==> src/rtl/hop_div_synth.sv <==
module hop_div_synth #(
  parameter int FW      = 10,
  parameter int RW      = 24,
  parameter int REF_KHZ = 20000
) (
  input  logic          clk,
  input  logic          rst_n,
  input  logic          vco_en,
  input  logic          ref_tick,
  input  logic          wr_main,
  input  logic          wr_aux,
  input  logic [RW-1:0] wr_data,
  input  logic          cmd_valid,
  input  logic [7:0]    cmd,
  input  logic [2:0]    ref_sel,
  output logic          div_pulse,
  output logic          mod33,
  output logic          aux_active,
  output logic          ref_pulse
);
  localparam int AB = 2 * FW;
  localparam logic [7:0] CMD_MAIN = 8'h84;
  localparam logic [7:0] CMD_AUX  = 8'h85;
  localparam int DW = $clog2(REF_KHZ / 25 + 1);

  logic [AB-1:0] main_r, aux_r, act_r;
  logic [FW-1:0] a_left, b_left;
  logic [5:0]    pre_cnt;
  logic [DW-1:0] ref_cnt, ref_last;

  wire          idle      = (a_left == '0) && (b_left == '0);
  wire [FW:0]   left_sum  = {1'b0, a_left} + {1'b0, b_left};
  wire [5:0]    pre_last  = mod33 ? 6'd32 : 6'd31;
  wire          wrap      = vco_en && !idle && (pre_cnt == pre_last);
  wire          done      = wrap && (left_sum == 1);
  wire          ref_wrap  = ref_tick && (ref_cnt >= ref_last);

  assign mod33 = (a_left != '0);

  always_ff @(posedge clk) begin
    if (!rst_n) begin
      main_r     <= '0;
      aux_r      <= '0;
      act_r      <= '0;
      aux_active <= 1'b0;
    end else begin
      if (wr_main) main_r <= wr_data[AB-1:0];
      if (wr_aux)  aux_r  <= wr_data[AB-1:0];
      if (cmd_valid && cmd == CMD_MAIN) begin
        act_r      <= main_r;
        aux_active <= 1'b0;
      end else if (cmd_valid && cmd == CMD_AUX) begin
        act_r      <= aux_r;
        aux_active <= 1'b1;
      end
    end
  end

  always_ff @(posedge clk) begin
    if (!rst_n) begin
      a_left    <= '0;
      b_left    <= '0;
      pre_cnt   <= '0;
      div_pulse <= 1'b0;
    end else begin
      div_pulse <= done;
      if (idle || done) begin
        a_left  <= act_r[FW-1:0];
        b_left  <= act_r[AB-1:FW];
        pre_cnt <= '0;
      end else if (wrap) begin
        pre_cnt <= '0;
        if (mod33) a_left <= a_left - 1'b1;
        else       b_left <= b_left - 1'b1;
      end else if (vco_en) begin
        pre_cnt <= pre_cnt + 1'b1;
      end
    end
  end

  always_comb begin
    case (ref_sel)
      3'd0:    ref_last = DW'(REF_KHZ / 500 - 1);
      3'd1:    ref_last = DW'(REF_KHZ / 250 - 1);
      3'd2:    ref_last = DW'(REF_KHZ / 200 - 1);
      3'd3:    ref_last = DW'(REF_KHZ / 100 - 1);
      3'd4:    ref_last = DW'(REF_KHZ / 50 - 1);
      3'd5:    ref_last = DW'(REF_KHZ / 25 - 1);
      default: ref_last = DW'(REF_KHZ / 100 - 1);
    endcase
  end

  always_ff @(posedge clk) begin
    if (!rst_n) begin
      ref_cnt   <= '0;
      ref_pulse <= 1'b0;
    end else begin
      ref_pulse <= ref_wrap;
      if (ref_wrap)      ref_cnt <= '0;
      else if (ref_tick) ref_cnt <= ref_cnt + 1'b1;
    end
  end
endmodule

==> config.mk <==
export PLATFORM = sky130hd
export DESIGN_NAME = hop_div_synth
export DESIGN_NICKNAME = d
export VERILOG_FILES = /design/src/rtl/hop_div_synth.sv
export SDC_FILE = /design/constraint.sdc
export NUM_CORES = 1
export LEC_CHECK = 0
export ABC_AREA = 1
export ABC_CLOCK_PERIOD_IN_PS = 2940
export BUFFER_PORTS_ARGS = -buffer_cell sky130_fd_sc_hd__buf_4
export CORE_ASPECT_RATIO = 0.9
export CORE_MARGIN = 1.5
export CORE_UTILIZATION = 47
export CTS_CLUSTER_DIAMETER = 100
export CTS_CLUSTER_SIZE = 28
export DETAILED_ROUTE_END_ITERATION = 7
export MAX_ROUTING_LAYER = met4
export PLACE_DENSITY = 0.65
export SETUP_SLACK_MARGIN = 0.05
export SLEW_MARGIN = 20
export SYNTH_ARGS = -nofsm -noshare
export SYNTH_HDL_FRONTEND = slang
export SYNTH_SLANG_ARGS = --single-unit
export TNS_END_PERCENT = 30
==> constraint.sdc <==
create_clock -name clk -period 2.94 [get_ports clk]
set_input_delay 0.588 -clock clk [delete_from_list [all_inputs] [get_ports clk]]
set_output_delay 0.588 -clock clk [all_outputs]
set_load 0.005 [all_outputs]
# Yosys cells after proc, flatten, opt, wreduce, memory -nomap -nowiden
# Cells that the tools add are included.
[word_totals]
wordCells = 57
inputBits = 42
out_inout_bits = 4
reg_bits = 99
[op_classes]
n_addsub = 5
reduce_logical = 21
eq_ne = 9
bitwise = 1
magnitude_cmp = 1
n_mux = 10
[ops]
columns = ["cell", "n"]
rows = [
  ["$mux W10", 6],
  ["$pmux W10 S5", 1],
  ["$mux W20", 2],
  ["$logic_not A10 Y1", 2],
  ["$sub A10 B1 Y10 const B", 2],
  ["$eq A8 B8 Y1 const B", 2],
  ["$add A10 B10 Y11", 1],
  ["$eq A11 B1 Y1 const B", 1],
  ["$add A10 B1 Y10 const B", 1],
  ["$ge A10 B10 Y1", 1],
  ["$reduce_bool A10 Y1", 1],
  ["$logic_and A1 B1 Y1", 7],
  ["$add A6 B1 Y6 const B", 1],
  ["$eq A3 B3 Y1 const B", 2],
  ["$eq A6 B6 Y1", 1],
  ["$mux W6", 1],
  ["$reduce_bool A2 Y1", 3],
  ["$reduce_and A2 Y1", 2],
  ["$reduce_or A2 Y1", 2],
  ["$eq A3 B1 Y1 const B", 1],
  ["$eq A3 B2 Y1 const B", 1],
  ["$logic_not A3 Y1", 1],
  ["$reduce_or A3 Y1", 1],
  ["$ne A2 B1 Y1 const B", 1],
  ["3 further kinds", 3],
]

# Depth between registers and ports, before layout
[depth]
word_depth = 9
depth_mapped = 18

# Worst setup path before layout
# No wires, ideal clock.
[synth_path]
path_type = "register to register"
from = "register a_left[0]"
to = "register a_left[8]"
setup_time_ns = 0.070
setup_slack_ns = 0.780
stages_incl_launch_ff = 14
t_required_ns = 2.870
t_arrival_ns = 2.090
period_less_slack_ns = 2.160
path_cell_list = "dfxtp_1 > ha_1 > fa_1 > nand3_1 > nand3_1 > xnor2_1 > nand3_1 > nor2_2 > nand3_2 > buf_6 > buf_6 > nand3_2 > nand2_1 > a21oi_2"
[synth_between]
elab_chain_len = 9
elab_cells_between_ends = 19
cone_classes = "add/sub (2); eq/ne (2); mux (4); reduce/logical (11)"
[synth_rtl]
columns = ["element", "line_no", "rtl"]
rows = [
  ["start: declaration", "27", "logic [FW-1:0] a_left, b_left;"],
  ["start signal: assignment", "68", "a_left <= act_r[FW-1:0];"],
  ["start signal: assignment", "73", "if (mod33) a_left <= a_left - 1'b1;"],
  ["parallel branches: the longest is 9 deep, another holds $add A10 B10 Y11", "--", ""],
]
# Several ways; the timed one is not identified. The select of a mux whose other input is x is not followed.
# A chain may end at the register's enable or synchronous reset.

# Worst setup path in the final report
[layout_path]
from = "register b_left[0]"
to = "register b_left[7]"
[layout_between]
elab_chain_len = 9
elab_cells_between_ends = 16
cone_classes = "add/sub (2); eq/ne (2); mux (3); reduce/logical (9)"
[layout_rtl]
columns = ["element", "line_no", "rtl"]
rows = [
  ["start: declaration", "27", ""],
  ["start signal: assignment", "69", "b_left <= act_r[AB-1:FW];"],
  ["start signal: assignment", "74", "else b_left <= b_left - 1'b1;"],
  ["parallel branches: the longest is 9 deep, another holds $add A10 B10 Y11", "--", ""],
]
# Several ways; the timed one is not identified. The select of a mux whose other input is x is not followed.

==> impl_metrics.toml <==
[setup_path]
cp.buffers_inverters = 2
worst_path_max_delay_cell = "fa_1"
cp_cell_sequence = "ha_1 > fa_1 > inv_1 > nand3_1 > nor2_1 > nand3_1 > nor2_1 > nand3_1 > nor2_2 > nand3_2 > nand2_1 > buf_4 > nand2_1 > nand2_1 > a21oi_2"
worst_path_largest_cell_delay_ps = 450
critPathRequiredTime_ps = 3140
reg2reg_depth = 15
crit_path_start_kind = "flop"
worstPathMaxFanout = 20
cp-startpoint = "b_left[0]$_SDFFE_PN0P_"
r2r_end = "b_left[7]$_SDFFE_PN0P_"
endpoint = "b_left[7]$_SDFFE_PN0P_"
regToRegSetupSlack_ps = 410
crit-reg2reg-launch = "b_left[0]$_SDFFE_PN0P_"
crit_path_end_kind = "flop"
worst-path-stages = 15
arrival_ps = 2730
cp_top_family = "simple AND/OR/NAND/NOR gates"
critical_path_class = "reg -> reg"

[detailed_routing]
wl_met1_um = 5950
drtPass1Iterations = 4
wl_per_cell_um = 12.8
avgViaCountPerCell = 5.10
met3_length_um = 564
wl_met2_um = 6150
top_layer_used = "met4"
postRouteAntennaNets = 0
drc = 0
first_iter_violations = 283
wl_um = 12800
dr_total_vias = 5123

[timing]
finClkSkew_ps = 5.64
finalSetupViolCount = 0
slew_violations = 0
hold_slack_ps = 455
period_share_pct = 86.1
slew_headroom_pct = 44.5
min_period_ps = 2530
fin_tns_setup_ps = 0
rsz0062_at_grt = "no"
tightestPinTransition_ps = 832
fmax_ghz = 0.395
finalHoldViolations = 0

[global_route]
grt_pass1_vias = 5010
overflow = 0
antenna_found_initial = 0
grt_max_degree = 45
grt_pass1_wl_um = 22600
grt.total_usage_pct = 22.7

[clock_network]
clockBufferDepth = 2
root_buffer = "clkbuf_16"
cts_hold_repair.buffers = 0
cts.sinks = 99
path_clk_slew_ps = 70
post-cts-setup-buffer-count = 0
cts_tree = "built"
numCtsBuffers = 9
h-tree-depth = 3
post_cts_resized = 0
clock_latency_ps = 350

[power]
power_mw = 6.20
power_leakage_nw = 3.01
powerDensity_nw_per_um2 = 980
vdd_drop_max_uv = 455

[logic_synthesis]
ys_seq_area_share_pct = 35.2
synthAdderAreaFrac_pct = 5.47
syn_inst = 819
yosys.area_share.simple_pct = 28.1
synth_nets = 885
synth-xor-area-share_pct = 4.20
synth.area.mux_share_pct = 0.178
ys_ff_latch = 99
syn_area_um2 = 5630
synth-compound-area-share_pct = 15.7
synth_top_family_by_area = "simple AND/OR/NAND/NOR gates"
synth.distinct_cells = 41
synth_warnings = 0
syn_avg_cell_area_um2 = 6.87

[floorplanning]
std_cell_rows = 37
io_pins = 46
dieHeight_um = 107
initial_core_util_pct = 48.8
fp.coreArea_um2 = 11500
fp.dieW_um = 118
dieArea_um2 = 12600

[cells_and_area]
fin_area_um2 = 6330
drive_above_1_share_pct = 12.5
syn_to_final_growth_pct = 12.5
n_antenna_cell = 0
utilization_pct = 54.9
nNetsFinal = 910

[placed_design]
dpl.hpwl_um = 9480
placed_cell_area_um2 = 6030
io_buffers = 41
gp_congestion = 0.917

[outcome]
status = "finished clean"

[hold_path]
hold_depth = 2
hp-class = "reg -> reg"

[job]
max_cap_violations = 0
[power breakdown]
part	internal, mW	switching (mW)	total [mW]	leakage, nW
Sequential	1.53	0.221	1.75	0.811
Clock	0.682	0.509	1.19	0.148
Combinational	1.24	2.03	3.26	2.05
Total	3.45	2.75	6.20	3.01
[synth_stat cells (all sizes together)]
library cell / number / share of area, %
fa: 1 / 0.36
nor2: 96 / 6.8
nand2: 156 / 11
mux2i: 1 / 0.18
o21ai: 82 / 7.3
and3: 1 / 0.11
nor3: 7 / 0.71
a31oi: 3 / 0.33
inv: 120 / 8.0
nand3b: 3 / 0.40
a211oi: 1 / 0.13
or2: 4 / 0.44
xnor2: 6 / 0.93
o221ai: 3 / 0.47
and2: 2 / 0.22
xor2: 21 / 3.3
clkbuf: 23 / 1.5
o2111ai: 1 / 0.16
o211a: 1 / 0.18
dfxtp: 99 / 35
a21oi: 71 / 7.2
nand3: 57 / 6.2
buf: 13 / 1.5
ha: 23 / 5.1
nand4: 23 / 2.6
clkinv: 1 / 0.067
[sequential cells by signal (all words and copies together) (netlist names)]
signal and flops:
b_left 10, ref_cnt 10, act_r 20, pre_cnt 6, main_r 20, a_left 10, aux_active 1, aux_r 20
div_pulse 1, ref_pulse 1
[worst register-to-register path: stages, from the launching register on]
cell and delay, ps:
dfxtp_1 370, ha_1 280, fa_1 450, inv_1 60, nand3_1 60, nor2_1 80, nand3_1 70, nor2_1 130
nand3_1 100, nor2_2 120, nand3_2 110, nand2_1 70, buf_4 240, nand2_1 90, nand2_1 90, a21oi_2 50
[layer usage]
| layer | track usage (%) | vias to the layer above |
|---|---|---|
| met1 | 27.3 | 2341 |
| met4 | 6.01 | 0 |
| met5 | - | - |
| met2 | 38.5 | 87 |
| li1 | - | 2681 |
| met3 | 5.16 | 14 |
[final cells by class]
cell class,instances,area (um^2)
well taps,156,195
fillers,1109,5200
inverters,121,454
clock buffers,10,239
repair buffers,50,375
multi-input cells,563,3020
flip-flops and latches,99,1980
clock inverters,6,65.1
[worst min-delay path by stage]
stage                              endpoint                    from  slack, ps
floorplan            aux_r[19]$_SDFFE_PN0P_  aux_r[19]$_SDFFE_PN0P_        430
global placement      aux_r[6]$_SDFFE_PN0P_   aux_r[6]$_SDFFE_PN0P_        440
detailed placement   aux_r[15]$_SDFFE_PN0P_  aux_r[15]$_SDFFE_PN0P_        450
CTS                  aux_r[15]$_SDFFE_PN0P_  aux_r[15]$_SDFFE_PN0P_        460
global route        main_r[15]$_SDFFE_PN0P_             wr_data[15]        460
finish               aux_r[19]$_SDFFE_PN0P_  aux_r[19]$_SDFFE_PN0P_        460
[metrics by stage]
step                cells  setup WS [ps]
global route         1005           51.0
CTS                  1005            403
floorplan             819            780
global placement      989            436
finish               1005            410
detailed placement    989            433
[kinds of logic after synthesis]
| group | after synthesis |
|---|---|
| flip-flops | 99 |
| XOR/XNOR | 27 |
| AO/OA/AOI/OAI | 162 |
| multiplexers | 1 |
| buffers and inverters | 157 |
| AND/OR/NAND/NOR | 349 |
| adder cells (fa/ha/maj) | 24 |
[layout by cell type, fill, tap and decap left out, types with 2 or more instances in the layout]
| cell type | count |
|---|---|
| nor2_1 | 89 |
| inv_1 | 116 |
| nand3_2 | 13 |
| a21oi_2 | 10 |
| xor2_1 | 21 |
| nand2_1 | 154 |
| a21oi_1 | 60 |
| clkinv_2 | 2 |
| ha_1 | 23 |
| and2_1 | 2 |
| nor2_2 | 6 |
| nand3_1 | 44 |
| o21ai_0 | 62 |
| nor3_1 | 6 |
| nand3b_1 | 3 |
| o221ai_1 | 3 |
| nand4_1 | 23 |
| buf_4 | 50 |
| a31oi_1 | 3 |
| clkbuf_16 | 9 |
| dfxtp_1 | 99 |
| xnor2_1 | 6 |
| inv_2 | 4 |
| o21ai_1 | 20 |
| or2_2 | 2 |
| clkinv_4 | 2 |
Note: power is estimated with default switching activity, not from simulation.
